[config.mk]
export PLATFORM = sky130hd
export DESIGN_NAME = sinc_decim_integ
export DESIGN_NICKNAME = d
export VERILOG_FILES = /design/src/rtl/sdec_pkg.sv /design/src/rtl/sdec_integrators.sv /design/src/rtl/sdec_combs.sv /design/src/rtl/sdec_dump.sv /design/src/rtl/sinc_decim_integ.sv
export SDC_FILE = /design/constraint.sdc
export NUM_CORES = 2
export LEC_CHECK = 0
export ABC_AREA = 0
export CORE_ASPECT_RATIO = 0.75
export CORE_MARGIN = 3
export CORE_UTILIZATION = 65
export CTS_BUF_LIST = sky130_fd_sc_hd__clkbuf_8 sky130_fd_sc_hd__clkbuf_16
export CTS_CLUSTER_DIAMETER = 80
export DETAILED_ROUTE_END_ITERATION = 10
export DONT_BUFFER_PORTS = 1
export PLACE_DENSITY = 0.87
export SETUP_SLACK_MARGIN = 0.05
export SLEW_MARGIN = 40
export SYNTH_ARGS = -nofsm -noshare
export SYNTH_HDL_FRONTEND = slang
export SYNTH_SLANG_ARGS = --single-unit
[constraint.sdc]
create_clock -name clk -period 42.2 [get_ports clk]
set_clock_uncertainty 0.2 [all_clocks]
set_input_delay 4.22 -clock clk [delete_from_list [all_inputs] [get_ports clk]]
set_output_delay 4.22 -clock clk [all_outputs]
set_load 0.01 [all_outputs]
[src/rtl/sdec_pkg.sv]
// Shared constants and order decoding for the sinc decimator.
// Assumes order codes: 0 = FastSinc, 1..5 = sinc order, 6/7 = order 5.
package sdec_pkg;

    localparam int NSTG = 5;

    localparam logic [2:0] ORD_FAST = 3'd0;

    // Index of the last integrator/comb stage used by an order code.
    function automatic logic [2:0] last_stage(input logic [2:0] code);
        logic [2:0] idx;
        case (code)
            3'd0:    idx = 3'd1;
            3'd1:    idx = 3'd0;
            3'd2:    idx = 3'd1;
            3'd3:    idx = 3'd2;
            3'd4:    idx = 3'd3;
            default: idx = 3'd4;
        endcase
        return idx;
    endfunction

endpackage

[src/rtl/sdec_integrators.sv]
// Cascade of running-sum stages at the input sample rate.
// Exposes the value every stage takes on if the current sample is accepted,
// so the decimator can capture the updated sums in the same cycle.
// Assumes W is wide enough that wraparound cancels in the comb section.
module sdec_integrators #(
    parameter int W     = 53,
    parameter int DIN_W = 4,
    parameter int NS    = 5
) (
    input  logic                       clk,
    input  logic                       rst_n,
    input  logic                       clr,
    input  logic                       in_vld,
    input  logic signed [DIN_W-1:0]    in_data,
    output logic [NS-1:0][W-1:0]       nxt
);

    logic [NS-1:0][W-1:0] sum_q;
    logic [W-1:0]         xin;
    logic [W-1:0]         run;

    // Sign-extend the sample and chain the would-be sums stage by stage.
    always_comb begin
        xin = {{(W-DIN_W){in_data[DIN_W-1]}}, in_data};
        run = xin;
        for (int s = 0; s < NS; s++) begin
            run    = sum_q[s] + run;
            nxt[s] = run;
        end
    end

    // Commit the new sums on an accepted sample; clear on reset or config change.
    always_ff @(posedge clk) begin
        if (!rst_n || clr) begin
            sum_q <= '0;
        end else if (in_vld) begin
            sum_q <= nxt;
        end
    end

    // without a strobe the running sums do not move.
    a_r2_hold_without_strobe: assert property (@(posedge clk) disable iff (!rst_n)
        (!in_vld && !clr) |=> $stable(sum_q));

endmodule

[src/rtl/sdec_combs.sv]
// Cascade of first-difference stages running at the decimated rate.
// On a take pulse it differences the captured integrator value through
// every stage and registers the output of the stage picked by the order.
// FastSinc doubles the second-stage output.
module sdec_combs #(
    parameter int W  = 53,
    parameter int NS = 5
) (
    input  logic          clk,
    input  logic          rst_n,
    input  logic          clr,
    input  logic          take,
    input  logic [W-1:0]  src,
    input  logic [2:0]    sel,
    input  logic          fast,
    output logic          f_vld,
    output logic [W-1:0]  f_data
);

    logic [NS-1:0][W-1:0] dly_q;
    logic [NS-1:0][W-1:0] stg_in;
    logic [NS-1:0][W-1:0] diff;
    logic [W-1:0]         run;
    logic [W-1:0]         pick;

    // Difference each stage against its stored previous input.
    always_comb begin
        run = src;
        for (int s = 0; s < NS; s++) begin
            stg_in[s] = run;
            diff[s]   = run - dly_q[s];
            run       = diff[s];
        end
        pick = fast ? {diff[sel][W-2:0], 1'b0} : diff[sel];
    end

    // Store the stage inputs and the selected output once per decimation.
    always_ff @(posedge clk) begin
        if (!rst_n || clr) begin
            dly_q  <= '0;
            f_vld  <= 1'b0;
            f_data <= '0;
        end else begin
            f_vld <= take;
            if (take) begin
                dly_q  <= stg_in;
                f_data <= pick;
            end
        end
    end

    // a decimated value appears exactly one cycle after a take.
    a_r3_value_follows_take: assert property (@(posedge clk) disable iff (!rst_n)
        (take && !clr) |=> f_vld);
    a_r3_no_value_without_take: assert property (@(posedge clk) disable iff (!rst_n)
        f_vld |-> $past(take));

endmodule

[src/rtl/sdec_dump.sv]
// Accumulate-and-dump stage: sums a programmable count of decimated values,
// registers the total with a one-cycle valid, then restarts from zero.
// Assumes iosr_m1 is stable except at edges where clr is raised.
module sdec_dump #(
    parameter int W  = 53,
    parameter int IW = 9
) (
    input  logic          clk,
    input  logic          rst_n,
    input  logic          clr,
    input  logic          f_vld,
    input  logic [W-1:0]  f_data,
    input  logic [IW-1:0] iosr_m1,
    output logic          o_vld,
    output logic [W-1:0]  o_data
);

    logic [W-1:0]  acc_q;
    logic [IW-1:0] gcnt_q;

    // Add each decimated value; on the last of a group emit and restart.
    always_ff @(posedge clk) begin
        if (!rst_n || clr) begin
            acc_q  <= '0;
            gcnt_q <= '0;
            o_vld  <= 1'b0;
            o_data <= '0;
        end else begin
            o_vld <= 1'b0;
            if (f_vld) begin
                if (gcnt_q == iosr_m1) begin
                    o_data <= acc_q + f_data;
                    o_vld  <= 1'b1;
                    acc_q  <= '0;
                    gcnt_q <= '0;
                end else begin
                    acc_q  <= acc_q + f_data;
                    gcnt_q <= gcnt_q + IW'(1);
                end
            end
        end
    end

    // the sum is empty in the cycle its result is presented.
    a_r6_empty_after_dump: assert property (@(posedge clk) disable iff (!rst_n)
        o_vld |-> (acc_q == '0 && gcnt_q == '0));
    // the group counter never passes the programmed length.
    a_r6_group_bound: assert property (@(posedge clk) disable iff (!rst_n)
        !clr |-> (gcnt_q <= iosr_m1));
    // no result without a decimated value feeding it.
    a_r6_result_needs_input: assert property (@(posedge clk) disable iff (!rst_n)
        !f_vld |=> !o_vld);

endmodule

[src/rtl/sinc_decim_integ.sv]
// Selectable-order sinc decimator followed by an accumulate-and-dump stage.
// Detects any change of order/fosr/iosr and clears every stage on it.
// Assumes the datapath width OUT_W covers fifth order at MAX_FOSR, summed
// over MAX_IOSR, at full-scale input.
module sinc_decim_integ
    import sdec_pkg::*;
#(
    parameter int DIN_W    = 4,
    parameter int MAX_FOSR = 256,
    parameter int MAX_IOSR = 256,
    localparam int FW      = $clog2(MAX_FOSR + 1),
    localparam int IW      = $clog2(MAX_IOSR + 1),
    localparam int OUT_W   = DIN_W + NSTG * $clog2(MAX_FOSR) + $clog2(MAX_IOSR) + 1
) (
    input  logic                     clk,
    input  logic                     rst_n,
    input  logic                     in_vld,
    input  logic signed [DIN_W-1:0]  in_data,
    input  logic [2:0]               order,
    input  logic [FW-1:0]            fosr,
    input  logic [IW-1:0]            iosr,
    output logic                     out_vld,
    output logic signed [OUT_W-1:0]  out_data
);

    localparam int CW = 3 + FW + IW;

    logic [CW-1:0]              cfg_now;
    logic [CW-1:0]              cfg_q;
    logic                       chg;
    logic [FW-1:0]              fosr_m1;
    logic [IW-1:0]              iosr_m1;
    logic [FW-1:0]              dcnt_q;
    logic                       last;
    logic                       take;
    logic [2:0]                 sel;
    logic                       fast;
    logic [NSTG-1:0][OUT_W-1:0] nxt;
    logic [OUT_W-1:0]           src;
    logic                       f_vld;
    logic [OUT_W-1:0]           f_data;
    logic [OUT_W-1:0]           o_data;

    // Decode the configuration and the decimation boundary.
    always_comb begin
        cfg_now = {order, fosr, iosr};
        chg     = (cfg_now != cfg_q);
        fosr_m1 = (fosr == '0) ? '0 : fosr - FW'(1);
        iosr_m1 = (iosr == '0) ? '0 : iosr - IW'(1);
        last    = (dcnt_q == fosr_m1);
        take    = in_vld && last && !chg;
        sel     = last_stage(order);
        fast    = (order == ORD_FAST);
        src     = nxt[sel];
    end

    // Remember the configuration seen at the previous edge.
    always_ff @(posedge clk) begin
        cfg_q <= cfg_now;
    end

    // Count accepted samples within the current decimation group.
    always_ff @(posedge clk) begin
        if (!rst_n || chg) begin
            dcnt_q <= '0;
        end else if (in_vld) begin
            dcnt_q <= last ? '0 : dcnt_q + FW'(1);
        end
    end

    sdec_integrators #(.W(OUT_W), .DIN_W(DIN_W), .NS(NSTG)) u_int (
        .clk     (clk),
        .rst_n   (rst_n),
        .clr     (chg),
        .in_vld  (in_vld),
        .in_data (in_data),
        .nxt     (nxt)
    );

    sdec_combs #(.W(OUT_W), .NS(NSTG)) u_comb (
        .clk    (clk),
        .rst_n  (rst_n),
        .clr    (chg),
        .take   (take),
        .src    (src),
        .sel    (sel),
        .fast   (fast),
        .f_vld  (f_vld),
        .f_data (f_data)
    );

    sdec_dump #(.W(OUT_W), .IW(IW)) u_dump (
        .clk     (clk),
        .rst_n   (rst_n),
        .clr     (chg),
        .f_vld   (f_vld),
        .f_data  (f_data),
        .iosr_m1 (iosr_m1),
        .o_vld   (out_vld),
        .o_data  (o_data)
    );

    assign out_data = $signed(o_data);

    // a configuration change empties the output path.
    a_r8_change_clears: assert property (@(posedge clk) disable iff (!rst_n)
        chg |=> (!out_vld && out_data == '0));
    // the decimation counter stays inside the programmed ratio.
    a_r3_group_bound: assert property (@(posedge clk) disable iff (!rst_n)
        !chg |-> (dcnt_q <= fosr_m1));
    // reset leaves no result behind.
    a_r1_reset_quiet: assert property (@(posedge clk)
        !rst_n |=> (!out_vld && out_data == '0));

endmodule

## Yosys cells after proc, flatten, opt, wreduce, memory -nomap -nowiden

Index checks and enable logic that the tools add are counted.

- Bits in registers: 730
- Input bits: 28
- Output and inout port bits: 54
- Word-level logic and storage cells: 65

- Reduce and logical (&&, ||, !) cells: 11
- Add/subtract/negate cells: 15
- Eq/ne operators: 7
- $lt $le $gt $ge: 1
- Bitwise logic cells: 1
- Mux-type cells: 12

Operators with widths:

| cell | number |
|---|---|
| $add A53 B53 Y53 | 6 |
| $bmux W53 S3 | 2 |
| $sub A53 B53 Y53 | 5 |
| $mux W53 | 4 |
| $mux W9 | 4 |
| $ne A21 B21 Y1 | 1 |
| $add A9 B1 Y9 const B | 2 |
| $eq A9 B9 Y1 | 2 |
| $logic_not A9 Y1 | 2 |
| $sub A9 B1 Y9 const B | 2 |
| $pmux W3 S4 | 1 |
| $eq A3 B2 Y1 const B | 2 |
| $lt A3 B4 Y1 const B | 1 |
| $reduce_or A2 Y1 | 2 |
| $eq A3 B1 Y1 const B | 1 |
| $eq A3 B3 Y1 const B | 1 |
| $logic_not A3 Y1 | 1 |
| $logic_and A1 B1 Y1 | 2 |
| $logic_not A1 Y1 | 2 |
| $reduce_and A2 Y1 | 1 |
| $logic_or A1 B1 Y1 | 1 |
| $mux W1 | 1 |
| $not A1 Y1 | 1 |

## Depth between registers and ports, before layout

- Word-level depth: 15
- Gate-level depth with buffers: 95
- Mapped depth without buffers: 95

## Modules after synthesis

A second synthesis with hierarchy kept.

- Cell total of the unflattened synthesis: 7,879
- Area total of the unflattened synthesis: 62,681.4 um2

Modules (own cells, without submodules):

| module | area an instance (um2) | cells an instance | times used |
|---|---|---|---|
| sdec_combs | 27,964.3 | 3,597 | 1 |
| sdec_integrators | 23,017.1 | 2,828 | 1 |
| sdec_dump | 7,215.7 | 882 | 1 |
| sinc_decim_integ | 4,484.3 | 572 | 1 |

## Least setup slack after synthesis

Ideal clock, no wire load.

- Kind: input port to flip-flop
- From: in in_data[0]
- To: reg u_comb.f_data[50]
- Data required time: 41.885 ns
- Library setup time: 0.115 ns
- Arrival: 20.840 ns
- Cell stages on the path: 89
- Path buffers: 1
- Setup slack: 21.045 ns
- Path through: ha_1 -> inv_1 -> fa_1 -> nor2b_1 -> o31a_1 -> or2_2 -> o31ai_1 -> xnor2_1 -> ha_1 -> a21o_1 -> nor3_1 -> o21ai_0 -> nand2_1 -> nor2_1 -> nor2_1 -> xnor2_1 -> ha_1 -> nand3_1 -> (+53 left out) -> xor2_1 -> ha_1 -> and3_1 -> a2111oi_0 -> o21bai_1 -> a21oi_1 -> xnor2_1 -> ha_1 -> or3_1 -> o311a_1 -> or3_1 -> a21oi_1 -> o21bai_1 -> a21oi_1 -> xnor2_1 -> nand2_1 -> o2111a_1 -> a2111oi_0

RTL lines:

| what | line | RTL |
|---|---|---|
| start, declared | sinc_decim_integ.sv:18 | `input logic signed [DIN_W-1:0] in_data,` |
| end signal, assigned | sdec_combs.sv:47 | `f_data <= pick;` |
| end, declared | sdec_combs.sv:17 | `output logic [W-1:0] f_data` |

==> summary.md <==
| Metric | Value |
|---|---|
| Outcome | `complete, no violations` |
| Vias post-DR | `58600` |
| Initial antenna violation count | `4` |
| Period utilization | `59.0%` |
| Starting DRC count in detailed routing | `7205` |
| Most frequent cell after synthesis | `nand2_1` |
| Setup TNS | `0 ns` |
| Final setup margin | `17.28 ns` |
| Post-synthesis cell count | `7848` |
| Routed len/inst | `21.9 um` |
| Worst hold path class | `reg -> reg` |
| Layout cells sized above 1 | `4.24%` |
| Area grow syn2layout | `6.90%` |
| Vias per cell | `6.54` |
| CTS Buffer Depth | `3` |
| Worst-Margin Slew | `between 1 and 1.5 ns` |
| Synth Register Bits | `730` |
| Area of the mapped netlist | `a little under 60000 um2` |
| Final setup fails | `0` |
| Reg clk slew, reported paths | `around 0.06 ns` |
| GRT Overall Usage | `39.4%` |
| Clk Latency, worst-skew pair | `0.67 ns` |
| Final HPWL DP | `142 mm` |
| Commonest cells in the netlist | `1064 x nand2_1, 895 x a21oi_1, 766 x nor2_1` |
| DRC violations left | `0` |
| Fmax | `40.1 MHz` |
| Hold Worst Slack | `0.250 ns` |
| Max VDD drop | `~0.000094 V` |
| Worst setup EP type | `register` |
| # IOs | `just over 80` |
| Worst Setup Path Type | `in -> reg` |
| WP data required | `42.53 ns` |
| Post-synth EDFFs | `0` |
| Cell Rows | `95` |
| Seq/Total Area, Yosys | `24.7%` |
| Multi-input logic area | `41700 um2` |
| Ys Warns | `0` |
| Arrival time at the worst endpoint | `25.25 ns` |
| Unrepaired setup endpoints after global routing | `no` |
| Count of pins over their slew limit | `0` |
| DRT antenna net count | `0` |
| CP max stage delay | `0.60 ns` |
| Crit-path slowest cell | `a2111oi_1` |
| Async set-reset flop share out of synthesis | `0%` |
| Largest net degree at the start of global routing | `280` |
| Most frequent CP cell | `a21oi_1` |
| Main synth FF type | `dfxtp_1` |
| Final Wtd Congestion | `1.04` |
| Synth area leader | `dfxtp_1` |
| CTS tree | `done` |
| DP Worst Slack | `17.54 ns` |
| Post-CTS Resized | `0` |
| P_leak | `~27 nW` |
| Cts hold-fix bufs | `0` |
| Die area | `94700 um2` |
| Die width | `354 um` |
| Fill cells | `7361` |
| Post-CTS setup buffers | `0` |
| Global-route wire length before repair | `299 mm` |
| Starting Density | `65.8%` |
| Endpoints failing hold | `0` |
| FF+latch area | `14600 um2` |
| Synth cell types | `89` |
| Port bufs | `0` |
| Chip Height | `267 um` |
| CP Max Fanout | `6` |
| Top-area cell type share of the netlist area | `24.7%` |
| Final Net Count | `8304` |
| Startpoint Class | `primary input` |
| Clock sink count | `730` |
| Grt ovf | `0` |
| Mapped Nets | `8464` |
| Initial DRT Pass Iterations | `6` |
| H-tree levels | `3` |
| Core area | `between 80000 and 90000 um2` |
| CTS root buf | `clkbuf_16` |
| Routed WL | `between 150 and 200 mm` |
| Worst R2R Setup Slack | `20.52 ns` |
| Vias in the first global route | `around 53000` |
| Clock period minus worst slack | `24.92 ns` |
| Pwr Density | `82.3 nW/um2` |
| Max-Cap Viols | `0` |
| Synth top area cells | `dfxtp_1 25%, ha_1 12%, a21oi_1 7.6%` |
| Cts bufs inserted | `a little under 80` |
| Avg Cell Area, Syn | `between 7 and 8 um2` |
| Slew Limit Headroom | `0.945%` |
-- worst max-delay path, delay by kind of cell --
family                   cells  cell delay, ns
adder cells (fa/ha/maj)     10            3.63
XOR/XNOR                    10            2.34
AND/OR/NAND/NOR             15            2.80
AO/OA/AOI/OAI               48           11.71
buffers and inverters        4            0.51
-- through the flow --
stage / area (um2) / utilization, % / total power [mW] / cells
5_1_grt: 63200 / 70.3 / 5.48 / 8964
4_1_cts: 63000 / 70.2 / 5.02 / 8960
3_3_place_gp: 60100 / 66.9 / 4.17 / 8812
6_report: 63200 / 70.3 / 5.20 / 8967
3_5_place_dp: 60200 / 67.0 / 4.23 / 8815
2_1_floorplan: 59100 / - / 3.36 / 7848
-- cell families (layout without fill, tap and decap cells) --
| group | count (synthesis) | in the layout | share of synthesized area (%) |
|---|---|---|---|
| AOI/OAI and AO/OA | 2381 | 2381 | 25.8 |
| xor gates and xnor gates | 575 | 575 | 8.64 |
| adders and majority gates | 588 | 588 | 12.6 |
| buffers and inverters | 788 | 692 | 5.00 |
| DFF | 730 | 730 | 24.7 |
| muxes | 272 | 272 | 4.75 |
| other | 0 | 3 | 0 |
| and+or+nand+nor | 2514 | 2514 | 18.5 |
-- report_power, final --
group	internal (mW)	switching, mW	leakage, nW
registers	0.690	0.000440	5.88
clock network	0.450	0.324	1.41
logic	1.41	2.32	19.2
total	2.55	2.65	26.5
-- sequential cells by signal (all words and copies together), names as in the netlist, 9 cells and up --
register / count
u_dump.gcnt_q: 9
u_int.sum_q: 265
u_dump.o_data: 53
u_dump.acc_q: 53
dcnt_q: 9
u_comb.f_data: 53
u_comb.dly_q: 265
cfg_q: 21
-- layout by cell type (no fill, tap or decap), types with 19 or more instances in the layout --
cell type / synthesis / final
a22o_1: 27 / 27
a211oi_1: 113 / 112
nand3_1: 143 / 143
nand2_1: 1064 / 1058
or2_2: 27 / 27
a22oi_1: 48 / 48
xnor2_1: 369 / 366
nor2b_1: 73 / 73
nor3_1: 79 / 76
o21ai_0: 311 / 310
o21bai_1: 99 / 99
o22ai_1: 37 / 37
or3_1: 37 / 37
buf_4: 0 / 65
o221ai_1: 19 / 19
a31oi_1: 63 / 62
o211ai_1: 56 / 56
nand2b_1: 78 / 78
nand4_1: 57 / 57
inv_1: 466 / 473
ha_1: 577 / 577
a21o_1: 318 / 318
nor2_1: 766 / 755
a221oi_1: 33 / 33
a211o_1: 28 / 28
dfxtp_1: 730 / 730
a21boi_0: 26 / 26
xor2_1: 200 / 199
clkbuf_16: 0 / 80
and2_1: 39 / 38
o31ai_1: 37 / 35
a21oi_1: 895 / 894
and3_1: 83 / 83
mux2i_1: 259 / 259
o21a_1: 77 / 77
-- cell type report --
class / count / area share, %
tap: 1212 / 2.40
antenna: 3 / 0.0119
clock inverter: 53 / 1.02
multi-input combinational: 6330 / 66.1
inverter: 468 / 2.78
timing repair buffer: 79 / 1.19
sequential: 730 / 23.1
clock buffer: 92 / 3.43
-- routing by layer --
| metal | up-vias | global-route usage (%) | wire (um) |
|---|---|---|---|
| li1 | 27500 | - | - |
| met1 | 27300 | 56.1 | 84000 |
| met2 | 3398 | 55.6 | 77600 |
| met3 | 497 | 11.7 | 26800 |
| met4 | 4 | 15.1 | 7830 |
| met5 | - | 0 | 23 |
-- worst paths after layout --
kind                                           to               from  depth (start not counted)
worst min register to register  u_comb.dly_q[111]  u_comb.dly_q[111]                          2
worst min-delay path            u_comb.dly_q[111]  u_comb.dly_q[111]                          2
worst max-delay path            u_comb.f_data[50]         in_data[1]                         87
worst max register to register  u_comb.f_data[50]     u_int.sum_q[1]                         87
Power figures use the tool's default switching activity.
